`config.mk`:
```
export PLATFORM = sky130hd
export DESIGN_NAME = flash_cmd_ctrl
export DESIGN_NICKNAME = d
export VERILOG_FILES = /design/src/rtl/fcc_pkg.sv /design/src/rtl/fcc_row_cmp.sv /design/src/rtl/fcc_regs.sv /design/src/rtl/fcc_engine.sv /design/src/rtl/flash_cmd_ctrl.sv
export SDC_FILE = /design/constraint.sdc
export NUM_CORES = 1
export LEC_CHECK = 0
export BUFFER_PORTS_ARGS = -buffer_cell sky130_fd_sc_hd__buf_2
export CAP_MARGIN = 20
export CORE_AREA = 2 2 105 107
export DETAILED_ROUTE_END_ITERATION = 12
export DIE_AREA = 0 0 107 109
export PLACE_DENSITY = 0.57
export SLEW_MARGIN = 5
export SYNTH_ARGS = -nofsm -noshare
export SYNTH_HDL_FRONTEND = slang
export SYNTH_SLANG_ARGS = --single-unit
```
`constraint.sdc`:
```
create_clock -name clk -period 2.6 [get_ports clk]
set_clock_uncertainty 0.1 [all_clocks]
set_input_delay 0.39 -clock clk [delete_from_list [all_inputs] [get_ports clk]]
set_output_delay 0.39 -clock clk [all_outputs]
set_load 0.05 [all_outputs]
```
`src/rtl/fcc_pkg.sv`:
```
`timescale 1ns/1ps
package fcc_pkg;
   typedef enum logic [1:0] {
      OP_NONE  = 2'd0,
      OP_PROG  = 2'd1,
      OP_BURST = 2'd2,
      OP_ERASE = 2'd3
   } op_kind_e;

   localparam logic [1:0] SEL_DIV  = 2'd0;
   localparam logic [1:0] SEL_CMD  = 2'd1;
   localparam logic [1:0] SEL_STAT = 2'd2;

   localparam int STAT_LAUNCH  = 0;
   localparam int STAT_CLR_ACC = 1;
   localparam int STAT_CLR_PRV = 2;
endpackage

```
`src/rtl/fcc_row_cmp.sv`:
```
`timescale 1ns/1ps
module fcc_row_cmp #(
   parameter int AW       = 12,
   parameter int ROW_BITS = 6
) (
   input  logic [AW-1:0] addr_a,
   input  logic [AW-1:0] addr_b,
   output logic          same_row
);
   generate
      if (ROW_BITS >= AW) begin : g_one_row
         logic unused_addr;
         assign unused_addr = ^{addr_a, addr_b};
         assign same_row    = 1'b1;
      end else begin : g_cmp
         assign same_row = (addr_a[AW-1:ROW_BITS] == addr_b[AW-1:ROW_BITS]);
      end
   endgenerate
endmodule

```
`src/rtl/fcc_regs.sv`:
```
`timescale 1ns/1ps
module fcc_regs
   import fcc_pkg::*;
#(
   parameter int AW   = 12,
   parameter int DW   = 8,
   parameter int HOLD = 4
) (
   input  logic          clk,
   input  logic          rst_n,
   input  logic          arr_wr_en,
   input  logic          reg_wr_en,
   input  logic [1:0]    reg_sel,
   input  logic [AW-1:0] bus_addr,
   input  logic [DW-1:0] bus_wdata,
   input  logic [AW-1:0] protect_base,
   input  logic          take,
   output logic          div_ready,
   output logic          q_valid,
   output logic [1:0]    q_kind,
   output logic [AW-1:0] q_addr,
   output logic [DW-1:0] q_data,
   output logic          hold_busy,
   output logic          acc_err,
   output logic          prot_err
);
   logic have_data, have_cmd, launch_ok;
   logic unused_bits;
   assign unused_bits = ^bus_wdata[DW-1:3];

   assign launch_ok = reg_wr_en && (reg_sel == SEL_STAT) && bus_wdata[STAT_LAUNCH]
                      && !q_valid && div_ready && have_cmd && (q_addr < protect_base);

   generate
      if (HOLD == 0) begin : g_no_hold
         assign hold_busy = 1'b0;
      end else begin : g_hold
         localparam int HW = $clog2(HOLD + 1);
         logic [HW-1:0] hold_cnt;
         always_ff @(posedge clk or negedge rst_n) begin
            if (!rst_n)              hold_cnt <= '0;
            else if (launch_ok)      hold_cnt <= HW'(HOLD);
            else if (hold_cnt != '0) hold_cnt <= hold_cnt - 1'b1;
         end
         assign hold_busy = (hold_cnt != '0);
      end
   endgenerate

   always_ff @(posedge clk or negedge rst_n) begin
      if (!rst_n) begin
         div_ready <= 1'b0;
         q_valid   <= 1'b0;
         q_kind    <= OP_NONE;
         q_addr    <= '0;
         q_data    <= '0;
         have_data <= 1'b0;
         have_cmd  <= 1'b0;
         acc_err   <= 1'b0;
         prot_err  <= 1'b0;
      end else begin
         if (take) q_valid <= 1'b0;
         if (arr_wr_en) begin
            if (q_valid) acc_err <= 1'b1;
            else begin
               q_addr    <= bus_addr;
               q_data    <= bus_wdata;
               have_data <= 1'b1;
               have_cmd  <= 1'b0;
            end
         end
         if (reg_wr_en) begin
            case (reg_sel)
               SEL_DIV: div_ready <= 1'b1;
               SEL_CMD: begin
                  if (q_valid) acc_err <= 1'b1;
                  else if (!have_data || bus_wdata[1:0] == OP_NONE) begin
                     acc_err   <= 1'b1;
                     have_data <= 1'b0;
                     have_cmd  <= 1'b0;
                  end else begin
                     q_kind   <= bus_wdata[1:0];
                     have_cmd <= 1'b1;
                  end
               end
               SEL_STAT: begin
                  if (bus_wdata[STAT_CLR_ACC]) acc_err  <= 1'b0;
                  if (bus_wdata[STAT_CLR_PRV]) prot_err <= 1'b0;
                  if (bus_wdata[STAT_LAUNCH] && !q_valid) begin
                     have_data <= 1'b0;
                     have_cmd  <= 1'b0;
                     if (!div_ready || !have_cmd) acc_err  <= 1'b1;
                     else if (!launch_ok)         prot_err <= 1'b1;
                     else                         q_valid  <= 1'b1;
                  end
               end
               default: ;
            endcase
         end
      end
   end
endmodule

```
`src/rtl/fcc_engine.sv`:
```
`timescale 1ns/1ps
module fcc_engine
   import fcc_pkg::*;
#(
   parameter int AW        = 12,
   parameter int DW        = 8,
   parameter int PROG_CYC  = 20,
   parameter int BURST_CYC = 8,
   parameter int ERASE_CYC = 40
) (
   input  logic          clk,
   input  logic          rst_n,
   input  logic          q_valid,
   input  logic [1:0]    q_kind,
   input  logic [AW-1:0] q_addr,
   input  logic [DW-1:0] q_data,
   input  logic          hold_busy,
   input  logic          same_row,
   output logic          take,
   output logic          pump_en,
   output logic          op_strobe,
   output logic [1:0]    op_kind,
   output logic [AW-1:0] op_addr,
   output logic [DW-1:0] op_data
);
   localparam int MAX_PB = (PROG_CYC > BURST_CYC) ? PROG_CYC : BURST_CYC;
   localparam int MAXC   = (MAX_PB > ERASE_CYC) ? MAX_PB : ERASE_CYC;
   localparam int TW     = $clog2(MAXC + 1);

   logic [TW-1:0] timer;
   logic finish, chain;

   function automatic logic [TW-1:0] dur_of(input logic [1:0] k);
      case (k)
         OP_BURST: dur_of = TW'(BURST_CYC);
         OP_ERASE: dur_of = TW'(ERASE_CYC);
         default:  dur_of = TW'(PROG_CYC);
      endcase
   endfunction

   always_comb begin
      finish = pump_en && (timer == TW'(1));
      chain  = finish && q_valid && (q_kind == OP_BURST) && (op_kind == OP_BURST) && same_row;
      take   = !hold_busy && q_valid && (!pump_en || chain);
   end

   always_ff @(posedge clk or negedge rst_n) begin
      if (!rst_n) begin
         pump_en   <= 1'b0;
         op_strobe <= 1'b0;
         op_kind   <= OP_NONE;
         op_addr   <= '0;
         op_data   <= '0;
         timer     <= '0;
      end else begin
         op_strobe <= 1'b0;
         if (take) begin
            pump_en   <= 1'b1;
            op_strobe <= 1'b1;
            op_kind   <= q_kind;
            op_addr   <= q_addr;
            op_data   <= q_data;
            timer     <= dur_of(q_kind);
         end else if (chain) begin
            timer <= timer;
         end else if (finish) begin
            pump_en <= 1'b0;
            timer   <= '0;
         end else if (pump_en) begin
            timer <= timer - 1'b1;
         end
      end
   end
endmodule

```
`src/rtl/flash_cmd_ctrl.sv`:
```
`timescale 1ns/1ps
module flash_cmd_ctrl #(
   parameter int AW          = 12,
   parameter int DW          = 8,
   parameter int ROW_BITS    = 6,
   parameter int PROG_CYC    = 20,
   parameter int BURST_CYC   = 8,
   parameter int ERASE_CYC   = 40,
   parameter int LAUNCH_HOLD = 4
) (
   input  logic          clk,
   input  logic          rst_n,
   input  logic          arr_wr_en,
   input  logic          reg_wr_en,
   input  logic [1:0]    reg_sel,
   input  logic [AW-1:0] bus_addr,
   input  logic [DW-1:0] bus_wdata,
   input  logic [AW-1:0] protect_base,
   output logic          div_ready,
   output logic          buf_empty,
   output logic          cmd_done,
   output logic          acc_err,
   output logic          prot_err,
   output logic          pump_en,
   output logic          op_strobe,
   output logic [1:0]    op_kind,
   output logic [AW-1:0] op_addr,
   output logic [DW-1:0] op_data
);
   generate
      if (DW < 3)        begin : g_bad_dw   $error("DW must be at least 3"); end
      if (PROG_CYC < 1)  begin : g_bad_prog $error("PROG_CYC must be positive"); end
      if (BURST_CYC < 1) begin : g_bad_bst  $error("BURST_CYC must be positive"); end
      if (ERASE_CYC < 1) begin : g_bad_ers  $error("ERASE_CYC must be positive"); end
      if (ROW_BITS < 1)  begin : g_bad_row  $error("ROW_BITS must be positive"); end
   endgenerate

   logic          q_valid, hold_busy, take, same_row;
   logic [1:0]    q_kind;
   logic [AW-1:0] q_addr;
   logic [DW-1:0] q_data;

   fcc_regs #(.AW(AW), .DW(DW), .HOLD(LAUNCH_HOLD)) u_regs (
      .clk(clk), .rst_n(rst_n), .arr_wr_en(arr_wr_en), .reg_wr_en(reg_wr_en),
      .reg_sel(reg_sel), .bus_addr(bus_addr), .bus_wdata(bus_wdata),
      .protect_base(protect_base), .take(take), .div_ready(div_ready),
      .q_valid(q_valid), .q_kind(q_kind), .q_addr(q_addr), .q_data(q_data),
      .hold_busy(hold_busy), .acc_err(acc_err), .prot_err(prot_err)
   );

   fcc_row_cmp #(.AW(AW), .ROW_BITS(ROW_BITS)) u_row (
      .addr_a(q_addr), .addr_b(op_addr), .same_row(same_row)
   );

   fcc_engine #(.AW(AW), .DW(DW), .PROG_CYC(PROG_CYC), .BURST_CYC(BURST_CYC),
                .ERASE_CYC(ERASE_CYC)) u_eng (
      .clk(clk), .rst_n(rst_n), .q_valid(q_valid), .q_kind(q_kind),
      .q_addr(q_addr), .q_data(q_data), .hold_busy(hold_busy), .same_row(same_row),
      .take(take), .pump_en(pump_en), .op_strobe(op_strobe), .op_kind(op_kind),
      .op_addr(op_addr), .op_data(op_data)
   );

   assign buf_empty = !q_valid;
   assign cmd_done  = !pump_en && !q_valid && !hold_busy;
endmodule

```
==> out/metrics.cfg <==
[run_status]
outcome = finished, final reports clean

[synthesis]
synth_seq_cells = 61
synth_edf_count = 0
avgSynthCellArea_um2 = 12.3
seq_area_frac_synth = 0.493
ys_types = 44
synthCells = 252
ys.flop_type = dfrtp_1
syn-cell-area_um2 = 3090
yosys_warnings = 0
async_flop_share = 1.00
syn_nets = 308

[floorplanning]
die_area_um2 = 11700
initial_core_util = 0.292
rows = 38
core_area_um2 = 10600
die_height_um = 109
pin_count = 67
fp.dieW_um = 107

[timing]
worst_pin_slew_ns = 0.575
period_needed_ns = 2.38
fin_crit_sh = 0.914
tns_ns = 0
whs_ns = 0.184
slew_headroom = 0.607
fmax_ghz = 0.421
setup_violations = 0
final_max_slew_viol_count = 0
hold_violations = 0
grt_setup_unrepaired = false

[routing]
vias_per_cell = 4.52
wire_per_inst_um = 13.9
vias = 2130
drtIter0Drc = 59
drc_errors = 0
dr.pass1.iters = 4
routed_wl_um = 6570
detail-route-antenna-nets = 0

[critical_path]
path_class = register to primary output
end_kind = primary output
cp_max_fo = 6
arrival_ns = 1.89
crit_required_ns = 2.11
critPathLaunchType = register

[power_and_ir_drop]
peakVddDrop_uv = 378
p_per_area_nw_per_um2 = 1000
p_leak_nw = 1.89

[clock_tree]
cts_tree = yes
cts_buffer_depth = 2
clock-sinks = 61
htreeDepth = 3
root_buffer = clkbuf_8
cts_buffers = 9
cts_setup_buffers = 0
clk_pin_slew_worst_paths_ns = 0.07
clk_latency_ns = 0.33

[layout]
nFillCells = 1079
fin_nets = 385
instances_no_fill = 471
fin_area_um2 = 3770
drive_gt1_frac = 0.417
final_util = 0.355
area.growth.synth_to_final_pct = 21.8
num_antenna_cells = 0

[global_route]
grt_pass1_vias = 2202
antenna_found_initial = 0
grt_overflow = 0
grt_pass1_wl_um = 11100
grt_max_degree = 28
grtUsageTotal = 0.124

[placed_design]
port_buffers = 66
dp.cells = 457
gp_congestion = 0.761
dpl_cell_area_um2 = 3600
hpwl_um = 4950

[flow_run]
maxCapViolCount = 0

[hold_path]
min_path_type = primary input to register

cell type report:
| cell class | count | area, um2 | share of cell area |
|---|---|---|---|
| Sequential cell | 61 | 1530 | 0.405 |
| Clock buffer | 10 | 138 | 0.0365 |
| Clock inverter | 3 | 15.0 | 0.00399 |
| Tap cell | 140 | 175 | 0.0465 |
| Multi-Input combinational cell | 162 | 1450 | 0.385 |
| Inverter | 23 | 86.3 | 0.0229 |
| Timing Repair Buffer | 72 | 378 | 0.100 |
synth_stat cells, types with 2 or more instances:
cell      count  area [um2]
nand3_1       5        25.0
o22ai_1       3        18.8
clkbuf_1      4        15.0
nor2b_1       4        25.0
o21ai_0       7        35.0
nand2_1      14        52.6
and4_1        2        17.5
buf_6         2        22.5
xnor2_1       7        61.3
a21oi_1      12        60.1
nor2_1       13        48.8
mux2_2       29         327
nor3b_1       2        15.0
mux2_4       15         225
a32oi_1       2        17.5
nand4_1       2        12.5
a211oi_1      2        15.0
inv_1        23        86.3
a21o_1        2        15.0
dfrtp_1      61        1530
ha_1         18         225
where the power goes:
group          internal [mW]  switching [mW]
Clock                  0.351           0.346
Combinational          0.607           0.961
Sequential              1.23           0.276
Total                   2.19            1.58
path summary, 6_finish.rpt:
path | cells after the start | slack (ns) | endpoint | start
setup / recovery | 5 | 0.22 | cmd_done | u_regs.g_hold.hold_cnt[0]
hold / removal | 2 | 0.18 | u_regs.q_addr[1] | bus_addr[1]
setup reg to reg | 5 | 0.36 | u_regs.prot_err | u_regs.q_addr[1]
hold reg to reg | 2 | 0.39 | u_regs.prot_err | u_regs.prot_err
max in group asynchronous | 3 | 1.27 | u_eng.op_data[0] | rst_n
min in group asynchronous | 2 | 0.45 | u_regs.q_addr[9] | rst_n
critical path, cell delays in order (launching register included):
cell	delay, ns
dfrtp_1	0.36
inv_1	0.11
ha_1	0.17
nor2b_2	0.25
nor3b_1	0.33
buf_2	0.33
timing repair:
action | CTS | global route
gates resized for setup | 0 | 1
hold buffers | 1 | 0
hold endpoints to repair | 18 | 0
setup endpoints to repair | 0 | 1
sequential cells by signal, indices dropped and copies added (netlist names), 2 cells and up:
signal and count:
u_eng.op_addr 12, u_regs.q_addr 12, u_eng.op_data 8, u_regs.q_kind 2, u_regs.q_data 8, u_eng.op_kind 2
u_regs.g_hold.hold_cnt 3, u_eng.timer 6
cells by family (layout without fill, tap and decap cells):
group | Yosys count | in the layout | share of synthesized area
compound gates | 40 | 40 | 0.0946
buf+inv | 29 | 108 | 0.0400
flops | 61 | 61 | 0.493
xor+xnor | 7 | 7 | 0.0198
simple gates | 53 | 53 | 0.101
fa+ha+maj | 18 | 18 | 0.0728
mux | 44 | 44 | 0.178
per-stage QoR:
step,setup slack [ns],total power [mW]
2_1_floorplan,0.0287,2.69
3_3_place_gp,0.318,3.08
3_5_place_dp,0.302,3.11
4_1_cts,0.0823,3.82
5_1_grt,0.0844,4.03
6_report,0.224,3.77
layout by cell type, fill, tap and decap left out, types with 2 or more instances in the layout:
cell type,count
clkinv_2,3
a21o_1,2
a21oi_1,12
inv_1,23
mux2_2,29
o21ai_0,7
and4_1,2
a32oi_1,2
dfrtp_1,61
nor2b_2,2
nor2_1,13
nand3_1,5
a211oi_1,2
buf_4,5
mux2_4,15
nand2_1,14
buf_2,66
o22ai_1,3
nor2b_1,2
clkbuf_8,10
xnor2_1,7
nor3b_1,2
nand4_1,2
ha_1,18
metal layers:
layer  share of wire  vias to the layer above  track usage  wire (um)
met3           0.049                       10       0.0305        322
met2            0.48                       44        0.195       3160
li1                -                     1049            -          -
met4           0.016                        0       0.0631        107
met1            0.45                     1027        0.160       2980
met5               0                        -            0          0
No activity file was read; power rests on OpenSTA's default activity.
